--- src/rtl/pcu_pkg.sv ---
// Package: shared types of the program counter next-address unit.
// Assumes: a single source is chosen per cycle; SRC_HOLD only occurs in a
// flush (dummy) cycle.
package pcu_pkg;

    typedef enum logic [2:0] {
        SRC_INC   = 3'd0,
        SRC_SKIP  = 3'd1,
        SRC_PAGE  = 3'd2,
        SRC_JUMP  = 3'd3,
        SRC_RET   = 3'd4,
        SRC_VEC   = 3'd5,
        SRC_HOLD  = 3'd6
    } pc_src_e;

    // True for every source that breaks sequential flow.
    function automatic logic is_nonseq(input pc_src_e s);
        return (s != SRC_INC) && (s != SRC_HOLD);
    endfunction

endpackage

--- src/rtl/pcu_select.sv ---
// Module: pcu_select
// Picks the source of the next program counter value from the request
// strobes, by fixed priority. Assumes requests are meaningless during a
// flush cycle, so all of them are masked there.
module pcu_select
    import pcu_pkg::*;
(
    input  logic    flush_q,
    input  logic    irq_req,
    input  logic    ret_req,
    input  logic    jmp_req,
    input  logic    pcl_wr,
    input  logic    skip_req,
    output pc_src_e src,
    output logic    load_nonseq
);

    // Fixed priority: interrupt, return, jump, page write, skip, increment.
    always_comb begin
        if (flush_q)       src = SRC_HOLD;
        else if (irq_req)  src = SRC_VEC;
        else if (ret_req)  src = SRC_RET;
        else if (jmp_req)  src = SRC_JUMP;
        else if (pcl_wr)   src = SRC_PAGE;
        else if (skip_req) src = SRC_SKIP;
        else               src = SRC_INC;
    end

    // A non-sequential choice schedules a dummy cycle.
    always_comb load_nonseq = is_nonseq(src);

endmodule

--- src/rtl/pcu_target.sv ---
// Module: pcu_target
// Forms the next program counter value for the selected source.
// Assumes SEL_W + VEC_SHIFT <= ADDR_W and PAGE_W <= ADDR_W.
module pcu_target
    import pcu_pkg::*;
#(
    parameter int ADDR_W    = 12,
    parameter int PAGE_W    = 8,
    parameter int SEL_W     = 3,
    parameter int VEC_SHIFT = 2
) (
    input  pc_src_e           src,
    input  logic [ADDR_W-1:0] pc_q,
    input  logic [SEL_W-1:0]  vec_sel,
    input  logic [ADDR_W-1:0] ret_addr,
    input  logic [ADDR_W-1:0] jmp_addr,
    input  logic [PAGE_W-1:0] page_data,
    output logic [ADDR_W-1:0] pc_d
);

    localparam int PAD_W = ADDR_W - SEL_W - VEC_SHIFT;

    logic [ADDR_W-1:0] vec_addr;
    logic [ADDR_W-1:0] page_addr;
    logic [ADDR_W-1:0] inc1;
    logic [ADDR_W-1:0] inc2;

    // Vector address is the code scaled by the vector spacing.
    generate
        if (PAD_W > 0) begin : g_vec_pad
            assign vec_addr = {{PAD_W{1'b0}}, vec_sel, {VEC_SHIFT{1'b0}}};
        end else begin : g_vec_full
            assign vec_addr = {vec_sel, {VEC_SHIFT{1'b0}}};
        end
    endgenerate

    // Low-byte write keeps the current page bits when a page exists.
    generate
        if (PAGE_W < ADDR_W) begin : g_paged
            assign page_addr = {pc_q[ADDR_W-1:PAGE_W], page_data};
        end else begin : g_flat
            assign page_addr = page_data;
        end
    endgenerate

    // Sequential successors, wrapping at the top of program space.
    always_comb begin
        inc1 = pc_q + ADDR_W'(1);
        inc2 = pc_q + ADDR_W'(2);
    end

    // Next-value multiplexer.
    always_comb begin
        unique case (src)
            SRC_VEC:  pc_d = vec_addr;
            SRC_RET:  pc_d = ret_addr;
            SRC_JUMP: pc_d = jmp_addr;
            SRC_PAGE: pc_d = page_addr;
            SRC_SKIP: pc_d = inc2;
            SRC_INC:  pc_d = inc1;
            default:  pc_d = pc_q;
        endcase
    end

endmodule

--- src/rtl/pcu_state.sv ---
// Module: pcu_state
// Holds the program counter and the pending-flush flag.
// Assumes a synchronous, active-low reset that wins over every load.
module pcu_state #(
    parameter int ADDR_W = 12
) (
    input  logic              clk,
    input  logic              rst_n,
    input  logic [ADDR_W-1:0] pc_d,
    input  logic              flush_d,
    output logic [ADDR_W-1:0] pc_q,
    output logic              flush_q
);

    // Counter register: cleared on reset, otherwise takes the chosen value.
    always_ff @(posedge clk) begin
        if (!rst_n) pc_q <= '0;
        else        pc_q <= pc_d;
    end

    // Flush flag: set for the cycle after a non-sequential load.
    always_ff @(posedge clk) begin
        if (!rst_n) flush_q <= 1'b0;
        else        flush_q <= flush_d;
    end

endmodule

--- src/rtl/pc_next_unit.sv ---
// Module: pc_next_unit
// Top of the program counter next-address unit. It selects the next fetch
// address each cycle and flags the dummy cycle after any non-sequential load.
// Assumes: request strobes come from decode and arbitration logic outside;
// the return stack is external and presents its top entry on ret_addr_i.
module pc_next_unit
    import pcu_pkg::*;
#(
    parameter int ADDR_W    = 12,
    parameter int PAGE_W    = 8,
    parameter int SEL_W     = 3,
    parameter int VEC_SHIFT = 2
) (
    input  logic              clk,
    input  logic              rst_n,
    input  logic              irq_req_i,
    input  logic [SEL_W-1:0]  irq_sel_i,
    input  logic              ret_req_i,
    input  logic [ADDR_W-1:0] ret_addr_i,
    input  logic              jmp_req_i,
    input  logic [ADDR_W-1:0] jmp_addr_i,
    input  logic              pcl_wr_i,
    input  logic [PAGE_W-1:0] pcl_data_i,
    input  logic              skip_i,
    output logic [ADDR_W-1:0] pc_o,
    output logic              flush_o
);

    pc_src_e           src;
    logic              load_nonseq;
    logic [ADDR_W-1:0] pc_q;
    logic [ADDR_W-1:0] pc_d;
    logic              flush_q;

    pcu_select u_select (
        .flush_q     (flush_q),
        .irq_req     (irq_req_i),
        .ret_req     (ret_req_i),
        .jmp_req     (jmp_req_i),
        .pcl_wr      (pcl_wr_i),
        .skip_req    (skip_i),
        .src         (src),
        .load_nonseq (load_nonseq)
    );

    pcu_target #(
        .ADDR_W    (ADDR_W),
        .PAGE_W    (PAGE_W),
        .SEL_W     (SEL_W),
        .VEC_SHIFT (VEC_SHIFT)
    ) u_target (
        .src       (src),
        .pc_q      (pc_q),
        .vec_sel   (irq_sel_i),
        .ret_addr  (ret_addr_i),
        .jmp_addr  (jmp_addr_i),
        .page_data (pcl_data_i),
        .pc_d      (pc_d)
    );

    pcu_state #(
        .ADDR_W (ADDR_W)
    ) u_state (
        .clk     (clk),
        .rst_n   (rst_n),
        .pc_d    (pc_d),
        .flush_d (load_nonseq),
        .pc_q    (pc_q),
        .flush_q (flush_q)
    );

    // Outputs come straight from the state registers.
    assign pc_o    = pc_q;
    assign flush_o = flush_q;

endmodule

--- config.mk ---
export PLATFORM = sky130hd
export DESIGN_NAME = pc_next_unit
export DESIGN_NICKNAME = d
export VERILOG_FILES = /design/src/rtl/pcu_pkg.sv /design/src/rtl/pcu_select.sv /design/src/rtl/pcu_target.sv /design/src/rtl/pcu_state.sv /design/src/rtl/pc_next_unit.sv
export SDC_FILE = /design/constraint.sdc
export NUM_CORES = 1
export LEC_CHECK = 0
export ABC_CLOCK_PERIOD_IN_PS = 5000
export BUFFER_PORTS_ARGS = -buffer_cell sky130_fd_sc_hd__buf_2
export CAP_MARGIN = 20
export CORE_MARGIN = 5
export CORE_UTILIZATION = 40
export CTS_BUF_LIST = sky130_fd_sc_hd__clkbuf_4 sky130_fd_sc_hd__clkbuf_8
export CTS_CLUSTER_DIAMETER = 120
export DETAILED_ROUTE_END_ITERATION = 7
export HOLD_SLACK_MARGIN = 0.06
export PLACE_DENSITY_LB_ADDON = 0.05
export SLEW_MARGIN = 20
export SYNTH_ARGS = -nofsm -noshare
export SYNTH_HDL_FRONTEND = slang
export SYNTH_HIERARCHICAL = 1
export SYNTH_SLANG_ARGS = --single-unit
export TNS_END_PERCENT = 20
--- constraint.sdc ---
create_clock -name clk -period 5 [get_ports clk]
set_input_delay 0.5 -clock clk [delete_from_list [all_inputs] [get_ports clk]]
set_output_delay 0.5 -clock clk [all_outputs]
set_load 0.01 [all_outputs]
# --- Word level (Yosys, flattened, before mapping) ---
# Cells that the tools add are included.
# W data, S select, Z words.
word_totals:
  register_bits: 13
  latchBits: 0
  mem_bits_rw: 0
  rom_bits: 0
  inputBits: 42
  out_inout_bits: 13
  elab_cells: 25
  memories: 0
op_classes:
  add_sub_neg: 2
  n_mul: 0
  div_mod_pow: 0
  order_cmp: 0
  eq_ne: 6
  shift: 0
  n_mux: 7
  bitwise_logic: 1
  n_reduce_logical: 6
ops:
  columns: ["cell", "n"]
  rows:
  - ["$pmux W12 S6", 1]
  - ["$mux W3", 5]
  - ["$add A12 B1 Y12 const B", 1]
  - ["$add A12 B2 Y12 const B", 1]
  - ["$eq A3 B2 Y1 const B", 2]
  - ["$eq A3 B3 Y1 const B", 2]
  - ["$reduce_bool A6 Y1", 1]
  - ["$reduce_bool A5 Y1", 1]
  - ["$eq A3 B1 Y1 const B", 1]
  - ["$logic_not A3 Y1", 1]
  - ["$ne A3 B3 Y1 const B", 1]
  - ["$reduce_bool A3 Y1", 1]
  - ["$reduce_and A2 Y1", 1]
  - ["$logic_and A1 B1 Y1", 1]
  - ["$mux W1", 1]
  - ["$not A1 Y1", 1]

# --- Longest topological paths before layout ---
logic_depth:
  depth_word: 9
  ltp_mapped: 10

# --- By module ---
# The synthesis kept the hierarchy.
by_module_without_submodules:
  columns: ["mod", "instances", "cells_per_inst", "area_per_inst_um2", "seq_area_each_um2"]
  rows:
  - ["pcu_target", 1, 134, 922.1, 0.0]
  - ["pcu_state", 1, 27, 364.1, 260.2]
  - ["pcu_select", 1, 10, 53.8, 0.0]

# --- Worst setup path after synthesis ---
# No wires, ideal clock.
synth_path:
  path_kind: "input -> register"
  from: "input port skip_i"
  to: "register u_state.pc_q[4]"
  setup_ns: 0.116
  arrival_time_ns: 2.071
  t_required_ns: 4.884
  slack_ns: 2.813
  stages: 9
  path_buffers: 1
  path_cell_list: "nor2b_1 o21bai_1 a21oi_1 buf_6 mux2_4 nand3_1 xnor2_1 mux4_2 and2_2"
synth_between:
  elab_chain_cells: 8
synth_rtl:
  columns: ["item", "line_no", "source"]
  rows:
  - ["start: declaration", "pc_next_unit.sv:24", "input logic skip_i,"]
  - ["$mux W1 *", "pcu_select.sv:25", "else if (skip_req) src = SRC_SKIP;"]
  - ["$mux W3 *", "pcu_select.sv:24", "else if (pcl_wr) src = SRC_PAGE;"]
  - ["$mux W3 *", "pcu_select.sv:23", "else if (jmp_req) src = SRC_JUMP;"]
  - ["$mux W3 *", "pcu_select.sv:22", "else if (ret_req) src = SRC_RET;"]
  - ["$mux W3 *", "pcu_select.sv:21", "else if (irq_req) src = SRC_VEC;"]
  - ["$mux W3 *", "pcu_select.sv:20", "if (flush_q) src = SRC_HOLD;"]
  - ["via src[0]", "pc_next_unit.sv:29", "pc_src_e src;"]
  - ["$eq A3 B1 Y1 (tied with other cells)", "pcu_target.sv:54", "unique case (src)"]
  - ["$pmux W12 S6 *", "pcu_target.sv:54", null]
  - ["via pc_d[4]", "pc_next_unit.sv:32", "logic [ADDR_W-1:0] pc_d;"]
  - ["end signal: assignment", "pcu_state.sv:18", "else pc_q <= pc_d;"]
  - ["end: declaration", "pcu_state.sv:11", "output logic [ADDR_W-1:0] pc_q,"]
# The timed path passes the listed nets; every way through them passes the cells marked *.
# A chain may end at the register's enable or synchronous reset.

# --- Worst setup path after layout ---
layout_path:
  from: "input port pcl_wr_i"
  to: "register u_state.pc_q[8]"
layout_rtl:
  columns: ["item", "line_no", "source"]
  rows:
  - ["start: declaration", "pc_next_unit.sv:22", "input logic pcl_wr_i,"]
  - ["$mux W3 *", "pcu_select.sv:24", null]
  - ["$mux W3 *", "pcu_select.sv:23", null]
  - ["$mux W3 *", "pcu_select.sv:22", null]
  - ["$mux W3 *", "pcu_select.sv:21", null]
  - ["$mux W3 *", "pcu_select.sv:20", null]
  - ["via src[0]", "pc_next_unit.sv:29", null]
  - ["$eq A3 B1 Y1 (tied with other cells)", "pcu_target.sv:54", null]
  - ["$pmux W12 S6 *", "pcu_target.sv:54", null]
  - ["via pc_d[8]", "pc_next_unit.sv:32", null]
# Marks and branches as above.

==> impl_metrics.env <==
export IMPL_grt_pass1_wl_um=6510
export IMPL_gr_usage_met3=0.0246
export IMPL_nFillCells=361
export IMPL_power_leakage_nw=0.776
export IMPL_ys_seq_elements=13
export IMPL_drive_gt1_frac=0.370
export IMPL_synth_top_area_frac=0.194
export IMPL_final_max_slew_viol_count=0
export IMPL_ff_latch_area_um2=260
export IMPL_synth_top_family_by_area="simple AND/OR/NAND/NOR gates"
export IMPL_crit_slowest_cell="a21oi_2"
export IMPL_cap_violations=0
export IMPL_tightestPinTransition_ns=0.963
export IMPL_core_area_um2=3280
export IMPL_critPathMaxFanout=19
export IMPL_dieArea_um2=4610
export IMPL_worst_path_buf_inv=1
export IMPL_path_class="input port to flop"
export IMPL_synth_fa_ha_area_frac=0.0187
export IMPL_met2_usage=0.312
export IMPL_mostFrequentLayoutCell="buf_2"
export IMPL_die_h_um=67.9
export IMPL_die_x_um=67.9
export IMPL_cts_setup_buffers=0
export IMPL_worstPathArrival_ns=2.84
export IMPL_pre_cts_slack_ns=2.10
export IMPL_dpl_hpwl_um=3000
export IMPL_antenna_found_initial=0
export IMPL_worst_slack_ns=2.40
export IMPL_first_iter_violations=66
export IMPL_total_power_mw=0.350
export IMPL_hold_viol=0
export IMPL_num_antenna_cells=0
export IMPL_cts_sinks=13
export IMPL_outcome="completed"
export IMPL_initial_core_util=0.408
export IMPL_grt_pass1_vias=1464
export IMPL_hp_class="input port to flop"
export IMPL_relSlewSlack=0.358
export IMPL_cp_required_ns=5.24
export IMPL_pwr_density_cell_nw_per_um2=214
export IMPL_synth_xor_area_frac=0.0458
export IMPL_routed_wl_um=4080
export IMPL_cp_start_kind="input port"
export IMPL_syn_num_nets=215
export IMPL_peakVddDrop_v=0.0000937
export IMPL_netlist_cell_type_count=49
export IMPL_async_flop_share=0
export IMPL_grt_ovfl_total=0
export IMPL_synth_cells=171
export IMPL_ys_top_cells_by_area="dfxtp_1, mux2i_1, and2_2, o21ai_0, nor2_1"
export IMPL_cts_root_buf="clkbuf_4"
export IMPL_yosysSeqAreaShare=0.194
export IMPL_grt_max_degree=28
export IMPL_crit_family="compound AO/OA/AOI/OAI gates"
export IMPL_io_pin_count=55
export IMPL_cts_buffers=3
export IMPL_layout_nets=261
export IMPL_synthSimpleGateAreaFrac=0.275
export IMPL_post_route_period_util=0.520
export IMPL_syn_area_per_cell_um2=7.84
export IMPL_muxShareOfSynthArea=0.131
export IMPL_area_growth_pct=21.8
export IMPL_postCtsHoldBufs=0
export IMPL_worstPathCellList="buf_2, nor2b_1, o21bai_1, a21oi_2, mux2_4, and3_4, a221o_1, a221oi_2, and2_1"
export IMPL_synth_edf_count=0
export IMPL_end_kind="flop"
export IMPL_vias_per_cell=5.74
export IMPL_core_rowCount=21
export IMPL_firstDrtPassIters=4
export IMPL_clock_path_buffers=2
export IMPL_fin_cells=262
export IMPL_grt_setup_unrepaired="false"
export IMPL_multi_input_area_um2=981
export IMPL_place_inst=258
export IMPL_layout_common_cells="buf_2, nor2_1, dfxtp_1, o21ai_0, nand2_1"
export IMPL_fmax_mhz=385
export IMPL_routedWlPerCell_um=15.6
export IMPL_via_count=1503
export IMPL_met1_usage=0.231
export IMPL_synthFlopType="dfxtp_1"
export IMPL_clk_pin_slew_ns=0.09
export IMPL_cts_tree="done"
export IMPL_busiest_layer="met2"
export IMPL_setup_viol=0
export IMPL_fin_util=0.497
export IMPL_place_congestion=0.839
export IMPL_yosys_warnings=6
export IMPL_yosys_area_top_type="dfxtp_1"
export IMPL_finalCriticalPeriod_ns=2.60
export IMPL_clk_latency_ns=0.29
export IMPL_synth_compound_gate_area_share=0.259
export IMPL_io_buffers=54
export IMPL_ant_nets=0
export IMPL_slowest_delay_ns=0.74
export IMPL_ctsResizeCount=0
export IMPL_clock_skew_ns=0.00274
export IMPL_drc_errors=0
export IMPL_htree_levels=1
export IMPL_syn_area_um2=1340
export IMPL_fin_tns_setup_ns=0
export IMPL_grtUsageTotal=0.186
==> final timing paths <==
| path | from | to | slack (ns) | cells after the start |
|---|---|---|---|---|
| setup / recovery | pcl_wr_i | u_state/pc_q[8] | 2.40 | 9 |
| hold / removal | jmp_addr_i[9] | u_state/pc_q[9] | 0.56 | 4 |
| setup reg to reg | u_state/flush_q | u_state/pc_q[8] | 2.60 | 6 |
| hold reg to reg | u_state/flush_q | u_state/flush_q | 0.63 | 2 |
==> power by group <==
group          switching [mW]  internal (mW)
Combinational          0.0676         0.0708
Clock                  0.0416         0.0365
Sequential             0.0196          0.114
Total                   0.129          0.221
==> cells by family (layout without fill, tap and decap cells) <==
logic type               count (synthesis)  in the layout
AND/OR/NAND/NOR                         67             67
AO/OA/AOI/OAI                           48             48
buffers and inverters                   20             65
multiplexers                            14             14
flip-flops                              13             13
XOR/XNOR                                 7              7
adder cells (fa/ha/maj)                  2              2
==> flip-flops by register name, indices dropped and copies added, names as in the netlist <==
| register | flops |
|---|---|
| u_state/flush_q | 1 |
| u_state/pc_q | 12 |
==> tightest hold or removal path, delay by kind of cell <==
kind                   cells  cell delay [ns]
buffers and inverters      1             0.08
AND/OR/NAND/NOR            2             0.20
AO/OA/AOI/OAI              1             0.05
==> per-stage QoR <==
| step | instance area [um^2] | hold WS, ns |
|---|---|---|
| after global placement | 1600 | 0.602 |
| final | 1630 | 0.563 |
| after global routing | 1630 | 0.576 |
| after CTS | 1630 | 0.555 |
| after floorplan | 1340 | 0.597 |
| after detailed placement | 1600 | 0.602 |
==> layer usage <==
| layer | part of all wire | vias up |
|---|---|---|
| li1 | - | 725 |
| met1 | 0.44 | 725 |
| met2 | 0.49 | 46 |
| met3 | 0.052 | 7 |
| met4 | 0.017 | 0 |
| met5 | 0 | - |
==> Yosys cell counts (3+ instances only) <==
cell type	number
a21oi_1	7
a2bb2oi_1	3
a32oi_1	4
and2_1	4
and2_2	9
and3_1	3
buf_2	4
buf_6	3
clkbuf_1	6
dfxtp_1	13
inv_1	5
mux2_2	4
mux2i_1	7
nand2_1	10
nand2b_1	4
nand3_1	7
nor2_1	14
nor2b_1	4
nor3_1	4
o21ai_0	12
xnor2_1	3
xor2_1	4
==> area by class of cell <==
type / instances / share of cell area
clock buffers: 4 / 0.0184
inverters: 5 / 0.0115
multi-input cells: 138 / 0.601
flip-flops and latches: 13 / 0.159
well taps: 46 / 0.0352
repair buffers: 56 / 0.175
No activity file was read; power rests on OpenSTA's default activity.
